===== config.mk =====
export PLATFORM = sky130hd
export DESIGN_NAME = rsp_ring_wptr
export DESIGN_NICKNAME = d
export VERILOG_FILES = /design/src/rtl/rsp_ring_pkg.sv /design/src/rtl/rsp_ring_ctrl.sv /design/src/rtl/rsp_ring_dp.sv /design/src/rtl/rsp_ring_wptr.sv
export SDC_FILE = /design/constraint.sdc
export NUM_CORES = 1
export LEC_CHECK = 0
export BUFFER_PORTS_ARGS = -buffer_cell sky130_fd_sc_hd__buf_2
export CORE_MARGIN = 2
export CORE_UTILIZATION = 49
export DETAILED_ROUTE_END_ITERATION = 7
export PLACE_DENSITY = 0.86
export SYNTH_ARGS = -nofsm -noshare
export SYNTH_HDL_FRONTEND = slang
export SYNTH_SLANG_ARGS = --single-unit

===== constraint.sdc =====
create_clock -name clk -period 3.7 [get_ports clk]
set_input_delay 0.37 -clock clk [delete_from_list [all_inputs] [get_ports clk]]
set_output_delay 0.37 -clock clk [all_outputs]
set_load 0.01 [all_outputs]

===== src/rtl/rsp_ring_pkg.sv =====
package rsp_ring_pkg;

  localparam logic [1:0] SEL_BASE_LO = 2'd0;
  localparam logic [1:0] SEL_BASE_HI = 2'd1;
  localparam logic [1:0] SEL_WPTR    = 2'd2;
  localparam int         PTR_CLR_BIT = 15;

  typedef enum logic {ST_IDLE, ST_WRITE} ctlState_e;

  typedef struct packed {
    logic ldBaseLo;
    logic ldBaseHi;
    logic clrPtr;
    logic capture;
    logic advance;
  } dpStrobe_t;

endpackage


===== src/rtl/rsp_ring_ctrl.sv =====
module rsp_ring_ctrl
  import rsp_ring_pkg::*;
(
  input  logic       clk,
  input  logic       rstN,
  input  logic       runEn,
  input  logic       rspValid,
  input  logic       memAck,
  input  logic       regWe,
  input  logic [1:0] regAddr,
  input  logic       regClrBit,
  output logic       rspReady,
  output logic       memReq,
  output logic       errFlag,
  output dpStrobe_t  strobe
);

  ctlState_e state;
  logic busy;
  logic running;
  logic accept;
  logic cfgHit;

  assign busy     = (state == ST_WRITE);
  assign running  = runEn | busy;
  assign rspReady = runEn & ~busy;
  assign memReq   = busy;
  assign accept   = rspValid & rspReady;

  assign cfgHit = regWe & ((regAddr == SEL_BASE_LO) | (regAddr == SEL_BASE_HI) |
                           ((regAddr == SEL_WPTR) & regClrBit));

  always_comb begin
    strobe          = '0;
    strobe.ldBaseLo = regWe & (regAddr == SEL_BASE_LO) & ~running;
    strobe.ldBaseHi = regWe & (regAddr == SEL_BASE_HI) & ~running;
    strobe.clrPtr   = regWe & (regAddr == SEL_WPTR) & regClrBit & ~running;
    strobe.capture  = accept;
    strobe.advance  = busy & memAck;
  end

  always_ff @(posedge clk or negedge rstN) begin
    if (!rstN) begin
      state   <= ST_IDLE;
      errFlag <= 1'b0;
    end else begin
      case (state)
        ST_IDLE:  if (accept) state <= ST_WRITE;
        ST_WRITE: if (memAck) state <= ST_IDLE;
        default:  state <= ST_IDLE;
      endcase
      if (cfgHit && running) errFlag <= 1'b1;
    end
  end

  AST_REQ_HOLD: assert property (@(posedge clk) disable iff (!rstN)
    memReq && !memAck |=> memReq);
  AST_ACK_RELEASE: assert property (@(posedge clk) disable iff (!rstN)
    memReq && memAck |=> !memReq);
  AST_ACCEPT_REQ: assert property (@(posedge clk) disable iff (!rstN)
    rspValid && rspReady |=> memReq);
  AST_NO_ACCEPT_STOPPED: assert property (@(posedge clk) disable iff (!rstN)
    !runEn |-> !(rspValid && rspReady));
  AST_ERR_STICKY: assert property (@(posedge clk) disable iff (!rstN)
    errFlag |=> errFlag);

endmodule


===== src/rtl/rsp_ring_dp.sv =====
module rsp_ring_dp
  import rsp_ring_pkg::*;
#(
  parameter int DATA_W      = 64,
  parameter int PTR_W       = 8,
  parameter int ENTRY_SHIFT = 3,
  parameter int ALIGN_BITS  = 7
) (
  input  logic              clk,
  input  logic              rstN,
  input  dpStrobe_t         strobe,
  input  logic [1:0]        regAddr,
  input  logic [31:0]       regWdata,
  input  logic [DATA_W-1:0] rspData,
  output logic [31:0]       regRdata,
  output logic [63:0]       memAddr,
  output logic [DATA_W-1:0] memData
);

  localparam int ADDR_W = 64;
  localparam int OFS_W  = PTR_W + ENTRY_SHIFT;

  logic [31:ALIGN_BITS] baseLo;
  logic [31:0]          baseHi;
  logic [PTR_W-1:0]     wpReg;
  logic [DATA_W-1:0]    dataReg;
  logic [PTR_W-1:0]     nextIdx;
  logic [ADDR_W-1:0]    ringBase;
  logic [ADDR_W-1:0]    entryOfs;

  always_ff @(posedge clk or negedge rstN) begin
    if (!rstN) begin
      baseLo  <= '0;
      baseHi  <= '0;
      wpReg   <= '0;
      dataReg <= '0;
    end else begin
      if (strobe.ldBaseLo) baseLo <= regWdata[31:ALIGN_BITS];
      if (strobe.ldBaseHi) baseHi <= regWdata;
      if (strobe.clrPtr)       wpReg <= '0;
      else if (strobe.advance) wpReg <= wpReg + PTR_W'(1);
      if (strobe.capture) dataReg <= rspData;
    end
  end

  assign nextIdx  = wpReg + PTR_W'(1);
  assign ringBase = {baseHi, baseLo, {ALIGN_BITS{1'b0}}};
  assign entryOfs = {{(ADDR_W-OFS_W){1'b0}}, nextIdx, {ENTRY_SHIFT{1'b0}}};
  assign memAddr  = ringBase + entryOfs;
  assign memData  = dataReg;

  always_comb begin
    case (regAddr)
      SEL_BASE_LO: regRdata = {baseLo, {ALIGN_BITS{1'b0}}};
      SEL_BASE_HI: regRdata = baseHi;
      SEL_WPTR:    regRdata = {{(32-PTR_W){1'b0}}, wpReg};
      default:     regRdata = '0;
    endcase
  end

  AST_PTR_HOLD: assert property (@(posedge clk) disable iff (!rstN)
    !strobe.advance && !strobe.clrPtr |=> $stable(wpReg));
  AST_PTR_STEP: assert property (@(posedge clk) disable iff (!rstN)
    strobe.advance && !strobe.clrPtr |=> wpReg == $past(wpReg) + PTR_W'(1));
  AST_BASE_HOLD: assert property (@(posedge clk) disable iff (!rstN)
    !strobe.ldBaseLo && !strobe.ldBaseHi |=> $stable(ringBase));
  AST_CLR_ZERO: assert property (@(posedge clk) disable iff (!rstN)
    strobe.clrPtr |=> wpReg == '0);

endmodule


===== src/rtl/rsp_ring_wptr.sv =====
module rsp_ring_wptr
  import rsp_ring_pkg::*;
#(
  parameter int DATA_W      = 64,
  parameter int PTR_W       = 8,
  parameter int ENTRY_SHIFT = 3,
  parameter int ALIGN_BITS  = 7
) (
  input  logic              clk,
  input  logic              rstN,
  input  logic              runEn,
  input  logic              regWe,
  input  logic [1:0]        regAddr,
  input  logic [31:0]       regWdata,
  output logic [31:0]       regRdata,
  input  logic              rspValid,
  input  logic [DATA_W-1:0] rspData,
  output logic              rspReady,
  output logic              memReq,
  output logic [63:0]       memAddr,
  output logic [DATA_W-1:0] memData,
  input  logic              memAck,
  output logic              errFlag
);

  dpStrobe_t strobe;

  rsp_ring_ctrl u_ctrl (
    .clk       (clk),
    .rstN      (rstN),
    .runEn     (runEn),
    .rspValid  (rspValid),
    .memAck    (memAck),
    .regWe     (regWe),
    .regAddr   (regAddr),
    .regClrBit (regWdata[PTR_CLR_BIT]),
    .rspReady  (rspReady),
    .memReq    (memReq),
    .errFlag   (errFlag),
    .strobe    (strobe)
  );

  rsp_ring_dp #(
    .DATA_W      (DATA_W),
    .PTR_W       (PTR_W),
    .ENTRY_SHIFT (ENTRY_SHIFT),
    .ALIGN_BITS  (ALIGN_BITS)
  ) u_dp (
    .clk      (clk),
    .rstN     (rstN),
    .strobe   (strobe),
    .regAddr  (regAddr),
    .regWdata (regWdata),
    .rspData  (rspData),
    .regRdata (regRdata),
    .memAddr  (memAddr),
    .memData  (memData)
  );

endmodule


Word-level counts from Yosys, hierarchy flattened
Cells that the tools add are included.
{"block": "classes", "multipliers": 0, "n_shift": 0, "eq_ne": 2, "bitwise_logic": 17, "addsub": 2, "order_cmp": 0, "n_mux": 6, "n_reduce_logical": 3, "n_div": 0}
{"cell": "$pmux W32 S3", "count": 1}
{"cell": "$add A64 B11 Y64", "count": 1}
{"cell": "$mux W8", "count": 2}
{"cell": "$and A1 B1 Y1", "count": 12}
{"cell": "$add A8 B1 Y8 const B", "count": 1}
{"cell": "$or A1 B1 Y1", "count": 3}
{"cell": "$eq A2 B1 Y1 const B", "count": 1}
{"cell": "$eq A2 B2 Y1 const B", "count": 1}
{"cell": "$logic_not A2 Y1", "count": 1}
{"cell": "$mux W1", "count": 2}
{"cell": "$not A1 Y1", "count": 2}
{"cell": "$pmux W1 S2", "count": 1}
{"cell": "$reduce_bool A2 Y1", "count": 1}
{"cell": "$logic_and A1 B1 Y1", "count": 1}
{"block": "totals", "ff_bits": 131, "mem_bits_rw": 0, "in_bits": 104, "mem_count": 0, "mem_bits_ro": 0, "latchBits": 0}

Depth between registers and ports, before layout
Gate-level depths: netlist (run 1).
{"block": "depth", "word_depth": 5, "mapped_depth": 11}

By module
From an unflattened synthesis (run 1), not the netlist that was laid out.
{"block": "unflattened", "cells_unflattened": 601, "area_unflattened_um2": 6894.1}
{"mod": "rsp_ring_dp", "seq_area_each_um2": 3228.1, "instances": 1, "cells_per_inst": 583, "area_per_inst_um2": 6732.7}
{"mod": "rsp_ring_ctrl", "seq_area_each_um2": 50.0, "instances": 1, "cells_per_inst": 18, "area_per_inst_um2": 161.4}

Worst setup path before layout (run 1)
No wires, ideal clock.
{"block": "synth_path", "kind": "register to output", "start": "reg u_dp.wpReg[0]", "end": "out memAddr[59]", "path_buffers": 0, "stages_incl_launch_ff": 12, "required_time_ns": 3.330, "t_arrival_ns": 2.893, "slack_ns": 0.437, "cell_sequence": "dfrtp_1 > ha_1 > nand3_1 > xnor2_1 > ha_1 > inv_1 > fa_1 > nand3b_1 > a211o_2 > nor4_4 > nand4_1 > xnor2_1"}
{"block": "synth_via", "elab_chain_cells": 2}
{"item": "from (decl)", "line": "rsp_ring_dp.sv:25", "source": "logic [PTR_W-1:0] wpReg;"}
{"item": "from (signal assigned)", "line": "rsp_ring_dp.sv:41", "source": "else if (strobe.advance) wpReg <= wpReg + PTR_W'(1);"}
{"item": "$add A8 B1 Y8", "line": "rsp_ring_dp.sv:46", "source": "assign nextIdx = wpReg + PTR_W'(1);"}
{"item": "$add A64 B11 Y64", "line": "rsp_ring_dp.sv:49", "source": "assign memAddr = ringBase + entryOfs;"}
{"item": "to (decl)", "line": "rsp_ring_wptr.sv:20", "source": "output logic [63:0] memAddr,"}
Every way passes these cells.

Worst setup path after layout (run 1)
{"block": "layout_path", "start": "reg u_dp.wpReg[1]", "end": "out memAddr[59]"}
Same word-level chain as after synthesis.

==> results of run 1 <==
==> cell usage after synthesis, types with 6 or more instances <==
cell,number,area share (%)
mux2_2,121,20
xor2_1,22,2.8
nor2_1,43,2.3
o21ai_0,7,0.51
mux2i_1,25,3.6
buf_2,11,0.80
nand4_1,15,1.4
and3_1,9,0.82
inv_1,14,0.76
clkbuf_1,11,0.60
a22o_1,7,0.89
xnor2_1,39,5.0
ha_1,6,1.1
nand2_1,25,1.4
nor3_1,12,0.87
nand3_1,35,2.5
dfrtp_1,131,48
buf_1,6,0.33
==> report_power, final <==
| part | total, mW | switching [mW] | internal [mW] |
|---|---|---|---|
| Sequential | 2.22 | 0.441 | 1.78 |
| Combinational | 1.59 | 0.782 | 0.813 |
| Clock | 1.64 | 0.692 | 0.944 |
| Total | 5.45 | 1.91 | 3.53 |
==> state kept, by name, indices dropped and copies added (netlist names) <==
| signal | cells |
|---|---|
| u_ctrl.errFlag | 1 |
| u_ctrl.memReq | 1 |
| u_dp.baseHi | 32 |
| u_dp.wpReg | 8 |
| u_dp.memData | 64 |
| u_dp.baseLo | 25 |
==> cells by family after synthesis <==
logic type,share of synthesized area (%)
AOI/OAI and AO/OA,3.26
xor gates and xnor gates,7.77
adders and majority gates,1.38
buffers and inverters,2.82
DFF,47.7
muxes,23.4
other,0.0545
and+or+nand+nor,13.6
==> metal layers <==
metal | vias up | track usage [%]
li1 | 2664 | -
met1 | 2838 | 33.6
met2 | 367 | 47.7
met3 | 56 | 8.32
met4 | 0 | 13.9
met5 | - | 0
==> worst min path at each step <==
| stage | startpoint | endpoint | depth (start not counted) |
|---|---|---|---|
| 2_1_floorplan | rstN | u_ctrl.errFlag$_DFFE_PN0P_ | 0 |
| 3_3_place_gp | rstN | u_dp.baseLo[11]$_DFFE_PN0P_ | 1 |
| 3_5_place_dp | rstN | u_dp.baseLo[13]$_DFFE_PN0P_ | 1 |
| 4_1_cts | rspData[24] | u_dp.memData[24]$_DFFE_PN0P_ | 2 |
| 5_1_grt | rspData[51] | u_dp.memData[51]$_DFFE_PN0P_ | 2 |
| 6_report | rspData[51] | u_dp.memData[51]$_DFFE_PN0P_ | 2 |
==> metrics by stage <==
stage                     hold slack [ps]  worst slack (ps)  area, sq um
after global placement                438               255         8400
after detailed placement              435               190         8400
after CTS                             164             -23.6         9160
final                                 179             -73.2         9330
after floorplan                      74.4               437         6890
after global routing                  165              -215         9320
==> area by class of cell <==
cell class                 instances  share of cell area [%]
antenna                            4                   0.107
sequential                       131                    35.2
tap                              180                    2.41
multi-input combinational        416                    39.0
inverter                          14                   0.563
timing repair buffer             291                    16.6
clock buffer                      18                    4.60
clock inverter                    14                    1.53
==> timing repair <==
action / 4_1_cts / 5_1_grt
gates resized for setup: 22 / 24
setup endpoints to repair: 18 / 34
setup buffers: 8 / 5
pin swaps: 8 / 16
endpoints found under the hold margin: 6 / 0
hold buffers: 1 / 0
==> out/metrics.yaml, run 1 <==
critical_path:
  crit_buf_inv: 3
  critPathRequiredTime_ps: 3330
  crit_path_top_delay_cell: "dfrtp_1"
  crit_fanout: 6
  crit_start: "u_dp.wpReg[1]$_DFFE_PN0P_"
  max_stage_delay_ps: 420
  criticalPathCategory: "reg2out"
  start_kind: "flop"
  r2r-end: "u_dp.wpReg[2]$_DFFE_PN0P_"
  cp-end-kind: "output pin"
  r2r_start: "u_ctrl.memReq$_DFF_PN0_"
  worstSetupEndpoint: "memAddr[59]"
  cp.depth: 13
  worstPathCellList: "ha_4, nand3_4, xnor2_4, ha_2, inv_2, fa_2, nand3b_1, a211o_4, nor4_4, buf_6, nand4_1, xnor2_1, buf_2"
  rrSetupSlack_ps: 1510
  reg2regPathDepth: 4
  arrival_ps: 3400
  crit_family: "simple AND/OR/NAND/NOR gates"
cts:
  cts_root_buffer: "clkbuf_16"
  cts_tree: "built"
  clock_sinks: 131
  htree_levels: 4
  cts_made_buffers: 17
  cts_buffer_depth: 2
  clk_pin_slew_ps: 60
  clock_latency_ps: 420
timing:
  finalCriticalPeriod_ps: 3770
  min_period_over_period_pct: 102
  tns_ps: -389
  tightest_slew_ps: 818
  setup_slack_ps: -73.2
  rsz0062_at_grt: "true"
  skew_ps: 5.86
  finalHoldViolCount: 0
  max_slew_margin_pct: 45.5
  max_freq_ghz: 0.265
  setup_violations: 9
  drv_slew: 0
route:
  maxUsedRoutingLayer: "met4"
  m1WireLength_mm: 8.08
  wl_met2_mm: 10.8
  drtPass1Iterations: 7
  vias: 5925
  drc: 0
  ant_nets: 0
  wl_met3_mm: 1.91
  vias_per_cell: 5.55
  drt_wl_total_mm: 21.5
  post_drt_wl_per_cell_microns: 20.1
  drt_iter0_drc: 577
logic_synthesis:
  synthCells: 590
  ys_seq_area_share_pct: 47.7
  synthFlopType: "dfrtp_1"
  syn_area_sq_mm: 0.00688
  yosysUniqueCellTypes: 47
  avgSynthCellArea_sq_um: 11.7
  ys_seq_elements: 131
  async_flop_share_pct: 100
  ys_warn_count: 0
  synth-edff-count: 0
pwr:
  total_power_mw: 5.45
  leakage_nw: 4.54
  vdd_drop_max_v: 0.000400
  power_density_mw_per_mm2: 584
layout:
  regArea_sq_mm: 0.00328
  area_delta_synth_final_pct: 35.6
  multiInputGateArea_sq_mm: 0.00364
  instances_no_fill: 1068
  nets: 982
  nFillCells: 1067
  drive_gt1_share_pct: 55.5
  final_cell_mix: "262 x buf_2, 128 x dfrtp_1, 121 x mux2_2"
  final_common_cell: "buf_2"
  post-route-util_pct: 67.7
placement:
  placedCellCount: 1018
  hpwlAfterDp_mm: 15.8
  gp_congestion: 0.898
  io_buffers: 263
global_routing:
  grt_pass1_wl_mm: 32.1
  grtUsageTotal_pct: 28.5
  grt_start_max_net_pins: 77
  antenna_found_initial: 3
  grt_pass1_vias: 6038
  overflow: 0
die:
  start_util_pct: 49.9
  die_h_microns: 122
  io_pins: 267
  die_w_microns: 122
  coreArea_sq_mm: 0.0138
  row_count: 43
  dieArea_sq_mm: 0.0150
hold_path:
  hold_path.class: "in2reg"
run_status:
  outcome: "finished, violations left"
  violations: "setup timing"
job:
  drv_cap: 0
(Power assumes the default switching activity.)
==> run 2: changes to the inputs <==
--- a/config.mk
+++ b/config.mk
@@ -5,11 +5,12 @@
 export SDC_FILE = /design/constraint.sdc
 export NUM_CORES = 1
 export LEC_CHECK = 0
-export BUFFER_PORTS_ARGS = -buffer_cell sky130_fd_sc_hd__buf_2
 export CORE_MARGIN = 2
-export CORE_UTILIZATION = 49
+export CORE_UTILIZATION = 55
 export DETAILED_ROUTE_END_ITERATION = 7
-export PLACE_DENSITY = 0.86
+export DONT_BUFFER_PORTS = 1
+export PLACE_DENSITY = 0.76
+export SETUP_SLACK_MARGIN = 0.3
 export SYNTH_ARGS = -nofsm -noshare
 export SYNTH_HDL_FRONTEND = slang
 export SYNTH_SLANG_ARGS = --single-unit
==> out/metrics.yaml, run 2 (same netlist as run 1, synthesis figures left out) <==
timing:
  drv_slew: 0  # unchanged
  max_slew_margin_pct: 47.2  # +1.7 points
  tightest_slew_ps: 791  # -26.8 ps
  finalHoldViolCount: 0  # unchanged
  skew_ps: 8.01  # +2.15 ps
  hold_slack_ps: 47.6  # -131 ps
  max_freq_ghz: 0.260  # -1.9%
  min_period_over_period_pct: 104  # +1.9 points
  finalCriticalPeriod_ps: 3840  # +71.7 ps
  setup_violations: 12  # +3
  rsz0062_at_grt: "true"
  setup_slack_ps: -145  # -71.7 ps
placement:
  placedCellCount: 751  # -26%
  io_buffers: 0  # -100%
  pre_cts_slack_ps: 139  # -50.1 ps
  hpwlAfterDp_mm: 13.5  # -14%
  gp_congestion: 0.945  # +5.2%
layout:
  final_cell_mix: "129 x dfrtp_1, 121 x mux2_2, 39 x buf_4"
  instances_no_fill: 810  # -24%
  drive_gt1_share_pct: 45.2  # -10 points
  largest_reg_flops: 64  # unchanged
  nFillCells: 852  # -20%
  final_common_cell: "dfrtp_1"
  post-route-util_pct: 70.9  # +3.2 points
  area_delta_synth_final_pct: 24.9
  nets: 740  # -25%
route:
  ant_nets: 0  # unchanged
  drt_wl_total_mm: 19.5  # -9.0%
  vias: 4993  # -16%
  post_drt_wl_per_cell_microns: 24.1  # +20%
  drt_iter0_drc: 366  # -37%
  vias_per_cell: 6.16  # +11%
  drtPass1Iterations: 4  # -3
  drc: 0  # unchanged
global_routing:
  grtUsageTotal_pct: 28.3  # -0.24 points
  overflow: 0  # unchanged
  grt_start_max_net_pins: 132  # +71%
  antenna_found_initial: 0  # -3
  grt_pass1_vias: 5202  # -14%
  grt_pass1_wl_mm: 28.5  # -11%
die:
  io_pins: 267  # unchanged
  row_count: 40  # -7.0%
  die_h_microns: 116  # -5.4%
  dieArea_sq_mm: 0.0134  # -11%
  die_w_microns: 116  # -5.4%
  coreArea_sq_mm: 0.0121  # -12%
  start_util_pct: 56.8  # +6.9 points
pwr:
  switchingPower_mw: 1.80  # -6.1%
  p_int_mw: 3.39  # -4.1%
  pwr-share-comb_pct: 23.0  # -6.3 points
  power_density_mw_per_mm2: 604  # +3.4%
  vdd_drop_max_v: 0.000431  # +7.7%
  p_seq_share_pct: 45.8  # +5.1 points
  p_clk_share_pct: 31.2  # +1.2 points
  p_sw_share_pct: 34.7  # -0.48 points
  leakage_nw: 3.77  # -17%
  total_power_mw: 5.19  # -4.8%
job:
  drv_cap: 0  # unchanged
critical_path:
  reg2regPathDepth: 4  # unchanged
  r2r_start: "u_ctrl.memReq$_DFF_PN0_"
  criticalPathCategory: "reg2out"
  start_kind: "flop"
  arrival_ps: 3470  # +70 ps
  rrSetupSlack_ps: 1280  # -230 ps
  r2r-end: "u_dp.baseHi[19]$_DFFE_PN0P_"
  critPathRequiredTime_ps: 3330  # about the same
  cp-end-kind: "output pin"
  crit_fanout: 4  # -2
hold_path:
  hp-start: "memAck"
  whs_endpoint: "u_ctrl.memReq$_DFF_PN0_"
  hold_path.class: "in2reg"
  hold_depth: 1  # -1
cts:
  clock_latency_ps: 420  # about the same
  cts_made_buffers: 17  # unchanged
  cts_buffer_depth: 2  # unchanged
  clock_sinks: 131  # unchanged
  cts_tree: "built"
  cts_root_buffer: "clkbuf_16"
  clk_pin_slew_ps: 60  # about the same
  htree_levels: 4  # unchanged
run_status:
  violations: "setup timing"
  outcome: "finished, violations left"
run 2: cell types whose count changed in the layout (fill, tap and decap cells not counted), moves of 3 or more:
cell / before / now
diode_2: 4 / 1
buf_2: 262 / 0
buf_4: 23 / 39
xor2_2: 2 / 10
xor2_1: 20 / 9
nand3_1: 28 / 25
inv_6: 6 / 1
xor2_4: 0 / 3
nor2_1: 42 / 37
nand3_4: 3 / 6
xnor2_2: 5 / 23
nor2_4: 0 / 3
xnor2_1: 33 / 15
run 2: timing repair:
action | in CTS | in global routing
endpoints found under the setup margin | 45 | 47
cloned | 0 | 0
pin swaps | 22 | 30
endpoints found under the hold margin | 131 | 131
buffers inserted | 12 | 13
resized for setup | 49 | 62
run 2: how the worst max path moves through the flow:
stage / cells after the start / from / to
after detailed placement: 13 / u_dp.wpReg[1]$_DFFE_PN0P_ / memAddr[59]
after global routing: 14 / u_dp.wpReg[0]$_DFFE_PN0P_ / memAddr[43]
after floorplan: 11 / u_dp.wpReg[0]$_DFFE_PN0P_ / memAddr[59]
after CTS: 13 / u_dp.wpReg[1]$_DFFE_PN0P_ / memAddr[59]
final: 14 / u_dp.wpReg[0]$_DFFE_PN0P_ / memAddr[43]
after global placement: 13 / u_dp.wpReg[1]$_DFFE_PN0P_ / memAddr[61]
run 2: layout make-up:
| class | count | area, sq um | area share, % |
|---|---|---|---|
| Multi-Input combinational cell | 416 | 4040 | 47.1 |
| Antenna cell | 1 | 2.50 | 0.0291 |
| Clock inverter | 11 | 131 | 1.53 |
| Clock buffer | 20 | 437 | 5.08 |
| Tap cell | 168 | 210 | 2.45 |
| Sequential cell | 131 | 3280 | 38.2 |
| Inverter | 14 | 52.6 | 0.612 |
| Timing Repair Buffer | 49 | 433 | 5.04 |
run 2: per-layer routing:
| metal | track usage, % | wire length, microns |
|---|---|---|
| met4 | 12.4 | 532 |
| met2 | 48.0 | 10100 |
| met5 | 0 | 0 |
| met3 | 10.3 | 1880 |
| met1 | 32.2 | 7050 |
run 2: critical path, cell delays in order, from the launching register on:
cell and delay, ps:
dfrtp_1 410, buf_6 120, and3_4 200, nand3_4 110, xnor2_2 180, inv_1 80, fa_2 350, nand3b_1 200
a211o_4 380, nor4_4 340, buf_4 180, buf_8 120, nand3_2 80, xnor2_1 170, buf_4 140
run 2: stage by stage:
stage	area, sq um	TNS (ps)
6_report	8590	-1120
5_1_grt	8590	-2890
4_1_cts	8070	-357
2_1_floorplan	6890	0
3_5_place_dp	7120	0
3_3_place_gp	7120	0
run 2: power by group through the flow:
stage	registers, mW	clock network, mW	logic (mW)
floorplan	2.14	0	0.853
global placement	2.30	0	0.982
detailed placement	2.32	0	1.02
CTS	2.33	1.63	1.09
global route	2.42	1.71	1.29
finish	2.37	1.62	1.20
==> run 3: changes to the inputs <==
--- a/config.mk
+++ b/config.mk
@@ -9,6 +9,7 @@
 export CORE_UTILIZATION = 55
 export DETAILED_ROUTE_END_ITERATION = 7
 export DONT_BUFFER_PORTS = 1
+export MAX_ROUTING_LAYER = met4
 export PLACE_DENSITY = 0.76
 export SETUP_SLACK_MARGIN = 0.3
 export SYNTH_ARGS = -nofsm -noshare
==> constraint.sdc (replaced) <==
create_clock -name clk -period 4.3 [get_ports clk]
set_input_delay 0.43 -clock clk [delete_from_list [all_inputs] [get_ports clk]]
set_output_delay 0.43 -clock clk [all_outputs]
set_load 0.01 [all_outputs]
==> out/metrics.yaml, run 3 (same netlist as run 1, synthesis figures left out) <==
run_status:
  outcome: "finished clean"
cts:
  clock_latency_ps: 420  # about the same
  cts_root_buffer: "clkbuf_16"
  clock_sinks: 131  # unchanged
  cts_tree: "built"
  cts_buffer_depth: 2  # unchanged
  htree_levels: 4  # unchanged
  clk_pin_slew_ps: 60  # about the same
  cts_made_buffers: 17  # unchanged
global_routing:
  grt_pass1_wl_mm: 27.6  # -3.2%
  grt_pass1_vias: 4874  # -6.3%
  antenna_found_initial: 0  # unchanged
  grtUsageTotal_pct: 28.6  # +0.35 points
  overflow: 0  # unchanged
  grt_start_max_net_pins: 132  # unchanged
critical_path:
  crit_path_top_delay_cell: "dfrtp_1"
  start_kind: "flop"
  cp_common_cell: "buf_4"
  cp-end-kind: "output pin"
  reg2regPathDepth: 4  # unchanged
  max_stage_delay_ps: 410  # about the same
  crit_fanout: 4  # unchanged
  worstPathCellList: "buf_4, and3_4, nand3_2, xnor2_2, inv_1, fa_2, nand3b_1, a211o_4, buf_4, nor4_1, xor2_1"
  criticalPathCategory: "reg2out"
  critPathRequiredTime_ps: 3870  # +540 ps
  arrival_ps: 3430  # -40 ps
hold_path:
  hold_path.class: "in2reg"
  hold_depth: 1  # unchanged
die:
  io_pins: 267  # unchanged
  dieArea_sq_mm: 0.0134  # unchanged
  row_count: 40  # unchanged
  die_h_microns: 116  # unchanged
  die_w_microns: 116  # unchanged
  coreArea_sq_mm: 0.0121  # unchanged
  start_util_pct: 56.8  # unchanged
timing:
  max_freq_ghz: 0.259
  setup_slack_ps: 440  # +585 ps
  setup_violations: 0  # -12
  tightest_slew_ps: 1050  # +258 ps
  max_slew_margin_pct: 29.8  # -17 points
  min_period_over_period_pct: 89.8
  drv_slew: 0  # unchanged
  skew_ps: 4.64  # -3.38 ps
  hold_slack_ps: 103  # +55.3 ps
  finalHoldViolCount: 0  # unchanged
  rsz0062_at_grt: "true"
  tns_ps: 0  # +1120 ps
  finalCriticalPeriod_ps: 3860
route:
  ant_nets: 0  # unchanged
  post_drt_wl_per_cell_microns: 24.4  # +1.0%
  vias: 4845  # -3.0%
  drc: 0  # unchanged
  drt_iter0_drc: 289  # -21%
  drtPass1Iterations: 4  # unchanged
  vias_per_cell: 6.24  # +1.3%
  drt_wl_total_mm: 18.9  # -3.2%
pwr:
  leakage_nw: 3.37  # -11%
  total_power_mw: 4.32  # -17%
  power_density_mw_per_mm2: 553  # -8.3%
  vdd_drop_max_v: 0.000360  # -17%
placement:
  hpwlAfterDp_mm: 13.6  # +0.71%
  io_buffers: 0  # unchanged
  place_area_sq_mm: 0.00699  # -1.8%
  gp_congestion: 0.908  # -4.0%
  placedCellCount: 734  # -2.3%
  pre_cts_slack_ps: 491  # +351 ps
layout:
  final_cell_mix: "130 x dfrtp_1, 121 x mux2_2, 43 x nor2_1"
  drive_gt1_share_pct: 32.5  # -13 points
  instances_no_fill: 776  # -4.2%
  nets: 707  # -4.5%
  area_delta_synth_final_pct: 13.4
  final_common_cell: "dfrtp_1"
  stdcell_area_sq_mm: 0.00780  # -9.2%
  post-route-util_pct: 64.4  # -6.5 points
  largest_reg_flops: 64  # unchanged
job:
  drv_cap: 0  # unchanged
-- run 3: metal layers --
metal | routed length, microns | global-route usage [%]
met5 | 0 | -
met4 | 623 | 11.9
met3 | 1690 | 9.26
met2 | 9480 | 46.2
met1 | 7110 | 33.0
-- run 3: final cells by class --
cell class | count | area (sq um)
diodes | 1 | 2.50
clock inverters | 10 | 126
multi-input cells | 416 | 3530
flip-flops and latches | 131 | 3280
inverters | 14 | 52.6
well taps | 168 | 210
fillers | 936 | 4310
repair buffers | 16 | 143
clock buffers | 20 | 457
-- run 3: power by group --
part | leakage [nW] | total [mW] | internal (mW) | switching [mW]
Combinational | 1.52 | 0.880 | 0.427 | 0.453
Sequential | 1.57 | 2.00 | 1.53 | 0.476
Clock | 0.275 | 1.43 | 0.883 | 0.549
-- run 3: what timing repair did --
item / CTS / global route
hold buffers: 1 / 1
pin swaps: 3 / 7
setup buffers: 5 / 4
setup endpoints to repair: 14 / 24
gates resized for setup: 11 / 8
endpoints found under the hold margin: 131 / 3
cloned: 0 / 0
-- run 3: critical path: cells and delay by family (launching register included) --
| kind | cells | cell delay, ps |
|---|---|---|
| AO/OA/AOI/OAI | 1 | 400 |
| XOR/XNOR | 2 | 550 |
| adder cells (fa/ha/maj) | 1 | 380 |
| buffers and inverters | 3 | 380 |
| flip-flops | 1 | 410 |
| AND/OR/NAND/NOR | 4 | 900 |
-- run 3: final timing paths --
check,to,slack [ps],from
max,memAddr[49],440,u_dp.wpReg[0]$_DFFE_PN0P_
min,u_ctrl.memReq$_DFF_PN0_,100,memAck
max reg2reg,u_dp.memData[54]$_DFFE_PN0P_,1630,u_ctrl.memReq$_DFF_PN0_
min reg2reg,u_dp.baseHi[28]$_DFFE_PN0P_,560,u_dp.baseHi[28]$_DFFE_PN0P_
max in group asynchronous,u_dp.baseLo[19]$_DFFE_PN0P_,3110,rstN
min in group asynchronous,u_dp.baseLo[12]$_DFFE_PN0P_,570,rstN
